$ cat src/rtl/cfg_route_pkg.sv
package cfg_route_pkg;

    typedef enum logic [1:0] {
        ACT_NONE    = 2'd0,
        ACT_LOCAL   = 2'd1,
        ACT_CONVERT = 2'd2,
        ACT_FORWARD = 2'd3
    } route_act_e;

    typedef enum logic {
        ST_IDLE   = 1'b0,
        ST_REPORT = 1'b1
    } route_state_e;

    // dword index of the bus-number registers (byte offset 18h)
    localparam int unsigned BUSREG_DWORD = 6;

endpackage

$ cat src/rtl/cfg_route_busregs.sv
module cfg_route_busregs #(
    parameter int unsigned BUS_W = 8,
    parameter int unsigned NREG  = 3
) (
    input  logic                    clk,
    input  logic                    rst_n,
    input  logic                    wr_en,
    input  logic [NREG-1:0]         lane_en,
    input  logic [NREG*BUS_W-1:0]   wdata,
    output logic [NREG*BUS_W-1:0]   regs_q
);

    for (genvar g = 0; g < NREG; g++) begin : g_lane
        always_ff @(posedge clk) begin
            if (!rst_n) begin
                regs_q[g*BUS_W +: BUS_W] <= '0;
            end else if (wr_en && lane_en[g]) begin
                regs_q[g*BUS_W +: BUS_W] <= wdata[g*BUS_W +: BUS_W];
            end
        end

        AST_LANE_HOLD: assert property (@(posedge clk) disable iff (!rst_n)
            !(wr_en && lane_en[g]) |=> $stable(regs_q[g*BUS_W +: BUS_W]));
    end

endmodule

$ cat src/rtl/cfg_route_decode.sv
module cfg_route_decode
    import cfg_route_pkg::*;
#(
    parameter int unsigned AW          = 32,
    parameter int unsigned BUS_W       = 8,
    parameter int unsigned BUS_LSB     = 16,
    parameter int unsigned DEV_W       = 5,
    parameter int unsigned DEV_LSB     = 11,
    parameter int unsigned IDSEL_BASE  = 16,
    parameter int unsigned IDSEL_COUNT = 16
) (
    input  logic [AW-1:0]    addr,
    input  logic             idsel_in,
    input  logic [BUS_W-1:0] sec_bus,
    input  logic [BUS_W-1:0] sub_bus,
    output route_act_e       act,
    output logic [AW-1:0]    xlat_addr
);

    logic [BUS_W-1:0]       bus_num;
    logic [DEV_W-1:0]       dev_num;
    logic [IDSEL_COUNT-1:0] idsel_vec;
    logic [AW-1:0]          conv_addr;
    logic                   is_type1;
    logic                   is_type0;
    logic                   hit_sec;
    logic                   hit_below;

    assign bus_num  = addr[BUS_LSB +: BUS_W];
    assign dev_num  = addr[DEV_LSB +: DEV_W];
    assign is_type1 = (addr[1:0] == 2'b01);
    assign is_type0 = (addr[1:0] == 2'b00);

    // one select line per low device number; higher numbers select none
    for (genvar g = 0; g < IDSEL_COUNT; g++) begin : g_idsel
        assign idsel_vec[g] = (dev_num == DEV_W'(g));
    end

    always_comb begin
        conv_addr                               = '0;
        conv_addr[DEV_LSB-1:2]                  = addr[DEV_LSB-1:2];
        conv_addr[IDSEL_BASE +: IDSEL_COUNT]    = idsel_vec;
    end

    assign hit_sec   = (bus_num == sec_bus);
    assign hit_below = (bus_num > sec_bus) && (bus_num <= sub_bus);

    always_comb begin
        act       = ACT_NONE;
        xlat_addr = '0;
        if (is_type1) begin
            if (hit_sec) begin
                act       = ACT_CONVERT;
                xlat_addr = conv_addr;
            end else if (hit_below) begin
                act       = ACT_FORWARD;
                xlat_addr = addr;
            end
        end else if (is_type0 && idsel_in) begin
            act = ACT_LOCAL;
        end
    end

endmodule

$ cat src/rtl/cfg_route_top.sv
module cfg_route_top
    import cfg_route_pkg::*;
#(
    parameter int unsigned AW    = 32,
    parameter int unsigned BUS_W = 8
) (
    input  logic          clk,
    input  logic          rst_n,
    input  logic          ap_strobe,
    input  logic [AW-1:0] ap_addr,
    input  logic          ap_is_write,
    input  logic          ap_idsel,
    input  logic [3:0]    ap_byte_en,
    input  logic [AW-1:0] ap_wdata,
    output logic          res_vld,
    output logic [1:0]    res_act,
    output logic          res_claim,
    output logic [AW-1:0] res_addr,
    output logic [AW-1:0] res_rdata
);

    localparam int unsigned NREG   = 3;
    localparam int unsigned REGS_W = NREG * BUS_W;
    localparam int unsigned REGN_W = 6;

    route_state_e       state_q, state_d;
    route_act_e         dec_act;
    route_act_e         act_q;
    logic [AW-1:0]      dec_addr;
    logic [REGS_W-1:0]  bus_regs;
    logic               reg_hit;
    logic               wr_en;
    logic [AW-1:0]      rdata_d;
    logic               claim_q;
    logic [AW-1:0]      addr_q;
    logic [AW-1:0]      rdata_q;

    cfg_route_busregs #(.BUS_W(BUS_W), .NREG(NREG)) u_regs (
        .clk     (clk),
        .rst_n   (rst_n),
        .wr_en   (wr_en),
        .lane_en (ap_byte_en[NREG-1:0]),
        .wdata   (ap_wdata[REGS_W-1:0]),
        .regs_q  (bus_regs)
    );

    cfg_route_decode #(.AW(AW), .BUS_W(BUS_W)) u_dec (
        .addr      (ap_addr),
        .idsel_in  (ap_idsel),
        .sec_bus   (bus_regs[BUS_W +: BUS_W]),
        .sub_bus   (bus_regs[2*BUS_W +: BUS_W]),
        .act       (dec_act),
        .xlat_addr (dec_addr)
    );

    assign reg_hit = (ap_addr[2 +: REGN_W] == REGN_W'(BUSREG_DWORD));
    assign wr_en   = ap_strobe && (dec_act == ACT_LOCAL) && ap_is_write && reg_hit;

    always_comb begin
        rdata_d = '0;
        if ((dec_act == ACT_LOCAL) && !ap_is_write && reg_hit) begin
            rdata_d[REGS_W-1:0] = bus_regs;
        end
    end

    // state register
    always_ff @(posedge clk) begin
        if (!rst_n) state_q <= ST_IDLE;
        else        state_q <= state_d;
    end

    // next state
    always_comb begin
        state_d = state_q;
        unique case (state_q)
            ST_IDLE:   state_d = ap_strobe ? ST_REPORT : ST_IDLE;
            ST_REPORT: state_d = ap_strobe ? ST_REPORT : ST_IDLE;
            default:   state_d = ST_IDLE;
        endcase
    end

    // result capture
    always_ff @(posedge clk) begin
        if (!rst_n) begin
            act_q   <= ACT_NONE;
            claim_q <= 1'b0;
            addr_q  <= '0;
            rdata_q <= '0;
        end else if (ap_strobe) begin
            act_q   <= dec_act;
            claim_q <= (dec_act != ACT_NONE);
            addr_q  <= dec_addr;
            rdata_q <= rdata_d;
        end
    end

    // outputs
    always_comb begin
        res_vld   = (state_q == ST_REPORT);
        res_act   = act_q;
        res_claim = claim_q;
        res_addr  = addr_q;
        res_rdata = rdata_q;
    end

    AST_VLD_AFTER_STROBE: assert property (@(posedge clk) disable iff (!rst_n)
        res_vld |-> $past(ap_strobe));
    AST_STROBE_GIVES_VLD: assert property (@(posedge clk) disable iff (!rst_n)
        ap_strobe |=> res_vld);
    AST_CONV_LOW_BITS: assert property (@(posedge clk) disable iff (!rst_n)
        (res_vld && res_act == 2'd2) |-> (res_addr[15:11] == 5'd0 && res_addr[1:0] == 2'b00));
    AST_IDSEL_ONEHOT0: assert property (@(posedge clk) disable iff (!rst_n)
        (res_vld && res_act == 2'd2) |-> $onehot0(res_addr[31:16]));
    AST_FWD_TYPE1: assert property (@(posedge clk) disable iff (!rst_n)
        (res_vld && res_act == 2'd3) |-> (res_addr[1:0] == 2'b01));
    AST_NOCLAIM_NOADDR: assert property (@(posedge clk) disable iff (!rst_n)
        (res_vld && !res_claim) |-> (res_addr == '0));

endmodule

$ cat config.mk
export PLATFORM = sky130hd
export DESIGN_NAME = cfg_route_top
export DESIGN_NICKNAME = d
export VERILOG_FILES = /design/src/rtl/cfg_route_pkg.sv /design/src/rtl/cfg_route_busregs.sv /design/src/rtl/cfg_route_decode.sv /design/src/rtl/cfg_route_top.sv
export SDC_FILE = /design/constraint.sdc
export NUM_CORES = 1
export LEC_CHECK = 0
export BUFFER_PORTS_ARGS = -buffer_cell sky130_fd_sc_hd__buf_4
export CAP_MARGIN = 30
export CORE_MARGIN = 1
export CORE_UTILIZATION = 35
export CTS_CLUSTER_SIZE = 14
export DETAILED_ROUTE_END_ITERATION = 6
export MAX_ROUTING_LAYER = met4
export PLACE_DENSITY = 0.66
export SYNTH_ARGS = -nofsm -noshare
export SYNTH_HDL_FRONTEND = slang
export SYNTH_SLANG_ARGS = --single-unit
$ cat constraint.sdc
create_clock -name clk -period 5.77 [get_ports clk]
set_clock_uncertainty 0.05 [all_clocks]
set_input_delay 0.2885 -clock clk [delete_from_list [all_inputs] [get_ports clk]]
set_output_delay 0.2885 -clock clk [all_outputs]
set_load 0.005 [all_outputs]
==> reports/results.ini, run 1 <==
[global_routing]
grt_pass1_wl_um=13400
grt_usage_pct=17.7
grt_pass1_vias=2731
antenna_found_initial=0
grt_overflow=0
grt_max_degree=35

[placement]
globalplace.congestion=0.727
dp_hpwl_um=6500
placed_area_um2=4470
io_buffers=123

[power_and_ir_drop]
p_per_area_nw_per_um2=227
p_int_w=0.000786
ir_drop_uv=88.6
switchingPower_w=0.000270
swShare_pct=25.6
p_seq_share_pct=55.3
power_w=0.00106
p_clk_share_pct=36.9
p_comb_share_pct=7.9
p_leak_nw=2.12

[detailed_routing]
wire_per_inst_um=14.6
antenna_left=0
drt-initial-drc-count=77
drc_errors=0
routed-via-count=3003
first_pass_iters=4
viasPerCell=4.96
routed_wl_um=8840

[critical_path]
crit_fanout=23
worst-path-buf-inv=1
path_cells=inv_1 -> ha_1 -> nand4_4 -> a21o_1 -> a211o_1 -> nor3b_4 -> a221o_2
max_stage_delay_ps=790
worstSetupPathType=reg2reg
cp.required_ps=6020
start_kind=flip-flop
end_kind=flip-flop
crit_family=simple AND/OR/NAND/NOR gates
path_depth=7
rr_worst_depth=7
worstPathArrival_ps=2890
slowest_stage=nor3b_4

[yosys]
synth_area_per_cell_um2=10.0
synthArstFlopShare_pct=0
synth_edf_count=0
synthCells=348
ys_seq_area_share_pct=48.3
synthDistinctLibCells=37
yosys_register_bits=84
syn_area_um2=3480
synth_flop_cell=dfxtp_1
synth_warnings=0

[cts]
cts_sinks=84
postCtsSetupRepairBufs=0
insertion_delay_ps=360
cts.repair.resized=0
postCtsHoldBufs=0
cts_tree=built
numCtsBuffers=9
cts.clk_slew.worst_paths_ps=90
ctsLongestPathBuffers=2
root_buffer=clkbuf_8
ctsHtreeMaxLevel=3

[cells_and_area]
final_cell_mix=buf_4, dfxtp_1, nand2_1
mostFrequentLayoutCell=buf_4
layout.nets=556
stdcell_area_um2=4650
diodes=0
drive_gt1_share_pct=32.8
fillers=965
syn_to_final_growth_pct=33.4

[sta]
max_freq_ghz=0.379
period_needed_ps=2640
finalHoldViolations=0
grt_setup_unrepaired=false
fin_crit_sh_pct=45.7
maxSlewHeadroom_pct=39.5
drv_slew=0
worstMarginPinSlew_ps=907
final-setup-viol-count=0
setup_tns_ps=0

[floorplanning]
die_y_um=102
die-area_um2=10400
ios=141
row_count=36
die_x_um=102
core_area_um2=9730
start_util_pct=35.8

[min_path]
min_path_cells=2
hp-class=in2reg

[status]
run_status=finished, final reports clean

[job]
maxCapViolCount=0

[worst register-to-register path: stages (launching register included)]
cell and delay [ps]:
dfxtp_1 360, inv_1 50, ha_1 350, nand4_4 160
a21o_1 190, a211o_1 340, nor3b_4 790, a221o_2 280
[state kept, by name (all words and copies together) (netlist names)]
signal / count
res_addr: 32
res_rdata: 24
u_regs.regs_q: 24
res_act: 2
res_claim: 1
res_vld: 1
[layout make-up]
type,instances,area [um2],area share (%)
Clock buffer,9,124,2.67
Tap cell,133,166,3.58
Timing Repair Buffer,125,938,20.2
Inverter,19,71.3,1.54
Sequential cell,84,1680,36.2
Multi-Input combinational cell,228,1610,34.7
Clock inverter,7,51.3,1.10
[final timing paths]
path / startpoint / to / slack (ps)
setup / recovery: u_regs.regs_q[14]$_SDFFE_PN0P_ / res_addr[31]$_SDFFE_PN0P_ / 3130
hold / removal: ap_addr[25] / res_addr[25]$_SDFFE_PN0P_ / 70
setup reg to reg: u_regs.regs_q[14]$_SDFFE_PN0P_ / res_addr[31]$_SDFFE_PN0P_ / 3130
hold reg to reg: res_act[1]$_SDFFE_PN0P_ / res_act[1]$_SDFFE_PN0P_ / 410
[power groups by stage]
| stage | logic [W] | registers, W | clock network [W] |
|---|---|---|---|
| CTS | 0.0000837 | 0.000584 | 0.000398 |
| detailed placement | 0.0000833 | 0.000597 | 0 |
| global placement | 0.0000817 | 0.000597 | 0 |
| finish | 0.0000829 | 0.000584 | 0.000389 |
| floorplan | 0.0000351 | 0.000597 | 0 |
| global route | 0.0000907 | 0.000584 | 0.000424 |
[cell families after synthesis]
family                   share of synthesized area [%]
AO/OA/AOI/OAI                                     25.6
multiplexers                                     0.323
AND/OR/NAND/NOR                                   13.6
adder cells (fa/ha/maj)                           5.75
flip-flops                                        48.3
buffers and inverters                             6.36
other                                            0.108
[Yosys cell counts, types with 4 or more instances]
cell type | instances | area (um2)
buf_4 | 11 | 82.6
inv_1 | 19 | 71.3
ha_1 | 16 | 200
nor2_1 | 6 | 22.5
a22o_1 | 49 | 429
nor3_1 | 5 | 25.0
a21oi_1 | 6 | 30.0
a21o_1 | 19 | 143
nor2b_1 | 4 | 25.0
a22o_2 | 4 | 40.0
dfxtp_1 | 84 | 1680
nand2_1 | 57 | 214
a21boi_1 | 8 | 60.1
a21boi_0 | 16 | 120
clkbuf_1 | 8 | 30.0
and2_1 | 6 | 37.5
[per-layer routing]
layer | vias to the layer above | share of wire (%) | track usage [%]
li1 | 1464 | - | -
met1 | 1420 | 47 | 22.6
met2 | 105 | 46 | 27.0
met3 | 14 | 5.9 | 4.07
met4 | 0 | 1.8 | 6.80
met5 | - | 0 | -
[per-stage QoR]
step	util, %	cells	hold WS (ps)	setup WS [ps]
after global routing	47.7	605	53.5	2900
final	47.7	605	73.9	3130
after floorplan	-	355	348	3800
after CTS	47.7	605	61.4	3090
after detailed placement	45.9	589	396	3100
after global placement	45.9	589	386	3110
No activity file was read; power rests on OpenSTA's default activity.
==> run 2: changes to the inputs <==
Settings changed: PLACE_DENSITY 0.66 to 0.68.
Clock period 5.77 ns to 2.3 ns, I/O delays scaled along.
==> reports/results.ini, run 2 (synthesis results as in run 1) <==
[floorplanning]
ios=141
start_util_pct=35.8
row_count=36
core_area_um2=9730
die-area_um2=10400
die_y_um=102
die_x_um=102

[global_routing]
grt_pass1_wl_um=15100
grt_usage_pct=19.8
antenna_found_initial=0
grt_pass1_vias=3159
grt_max_degree=29
grt_overflow=0

[detailed_routing]
drc_errors=0
viasPerCell=4.80
routed-via-count=3228
wire_per_inst_um=14.3
routed_wl_um=9610
antenna_left=0
first_pass_iters=6
drt-initial-drc-count=62

[critical_path]
crit_fanout=5
worst-path-buf-inv=4
worstPathArrival_ps=2450
max_stage_delay_ps=560
path_cells=dlygate4sd3_1 -> buf_4 -> ha_1 -> nand4_4 -> buf_4 -> or2_2 -> nor3b_4 -> buf_6 -> a221o_2
r2r_end=res_addr[31]$_SDFFE_PN0P_
worstSetupPathType=in2reg
timing.reg2reg.setup_slack_ps=100
end_kind=flip-flop
crit_path_frequent_cell=buf_4
start_kind=primary input
rr_worst_depth=8
path_depth=9
crit_family=buffers and inverters
r2r-start=u_regs.regs_q[14]$_SDFFE_PN0P_
slowest_stage=dlygate4sd3_1
cp.required_ps=2500

[cells_and_area]
layout.nets=623
drive_gt1_share_pct=31.2
fillers=882
largest_reg_flops=32
layoutNonFillerInstCount=672
mostFrequentLayoutCell=buf_4
final_cell_mix=buf_4, dfxtp_1, nand2_1
syn_to_final_growth_pct=52.4
diodes=0

[min_path]
hp-class=in2reg
hold_end=res_claim$_SDFFE_PN0P_
min_path_cells=3
hold_path.startpoint=rst_n

[job]
maxCapViolCount=0

[placement]
dp_hpwl_um=6600
place_inst=596
globalplace.congestion=0.737
io_buffers=123

[cts]
ctsLongestPathBuffers=2
cts_sinks=84
insertion_delay_ps=360
numCtsBuffers=9
cts_tree=built
ctsHtreeMaxLevel=3
root_buffer=clkbuf_8
cts.clk_slew.worst_paths_ps=90

[sta]
period_needed_ps=2240
fin_crit_sh_pct=97.5
worstMarginPinSlew_ps=618
finalHoldViolations=0
drv_slew=0
final-setup-viol-count=0
grt_setup_unrepaired=false
setup_tns_ps=0
maxSlewHeadroom_pct=58.5
max_freq_ghz=0.446

[status]
run_status=finished, final reports clean

[power_and_ir_drop]
ir_drop_uv=317
p_per_area_nw_per_um2=514
p_leak_nw=2.42

==> run 2: cell types whose count changed in the layout (fill, tap and decap cells not counted), sizes merged <==
cell	before	now
buf	125	137
dlygate4sd3	0	55
==> run 2: worst max path at each step <==
stage / startpoint / end / slack, ps
6_report: ap_addr[21] / res_addr[31]$_SDFFE_PN0P_ / 60
2_1_floorplan: u_regs.regs_q[14]$_SDFFE_PN0P_ / res_addr[12]$_SDFFE_PN0P_ / 330
3_5_place_dp: u_regs.regs_q[9]$_SDFFE_PN0P_ / res_addr[16]$_SDFFE_PN0P_ / 160
4_1_cts: ap_addr[17] / res_addr[25]$_SDFFE_PN0P_ / 100
3_3_place_gp: u_regs.regs_q[9]$_SDFFE_PN0P_ / res_addr[21]$_SDFFE_PN0P_ / 180
5_1_grt: ap_addr[17] / res_addr[15]$_SDFFE_PN0P_ / 3
==> run 2: through the flow <==
step           hold WS [ps]  setup slack, ps  area (um2)  power (W)  util (%)
2_1_floorplan           175              328        3510    0.00159         -
3_5_place_dp            263              156        4520    0.00171      46.5
5_1_grt                99.4             3.43        5310    0.00285      54.6
4_1_cts                67.2              101        5260    0.00275      54.0
6_report               82.4             57.1        5310    0.00273      54.6
3_3_place_gp            260              181        4520    0.00171      46.5
==> run 2: worst reg2reg max path: stages, from the launching register on <==
cell	delay (ps)
dfxtp_1	360
inv_1	60
ha_1	350
nand4_4	120
buf_4	160
or2_2	330
nor3b_4	180
buf_6	140
a221o_2	360
==> run 2: final cells by class <==
| type | count | area, um2 | share of cell area (%) |
|---|---|---|---|
| clock buffers | 9 | 124 | 2.33 |
| clock inverters | 7 | 58.8 | 1.11 |
| inverters | 19 | 71.3 | 1.34 |
| multi-input cells | 228 | 1610 | 30.4 |
| flip-flops and latches | 84 | 1680 | 31.7 |
| well taps | 133 | 166 | 3.14 |
| repair buffers | 192 | 1590 | 30.0 |
==> run 2: per-layer routing <==
metal	vias up	GRT usage, %	wire (um)
li1	1599	-	-
met1	1511	23.5	4150
met2	103	32.9	4770
met3	15	3.45	495
met4	0	8.14	206
met5	-	-	0
==> run 2: report_power, final <==
group | switching, W | total, W | internal [W]
Sequential | 0.00000379 | 0.00146 | 0.00146
Combinational | 0.000113 | 0.000293 | 0.000180
Clock | 0.000568 | 0.000972 | 0.000405
Total | 0.000684 | 0.00273 | 0.00204
==> run 2: what timing repair did <==
action,4_1_cts,5_1_grt
gates resized for setup,0,5
endpoints found under the hold margin,55,0
endpoints found under the setup margin,0,19
buffers inserted,0,4
hold buffers,55,0
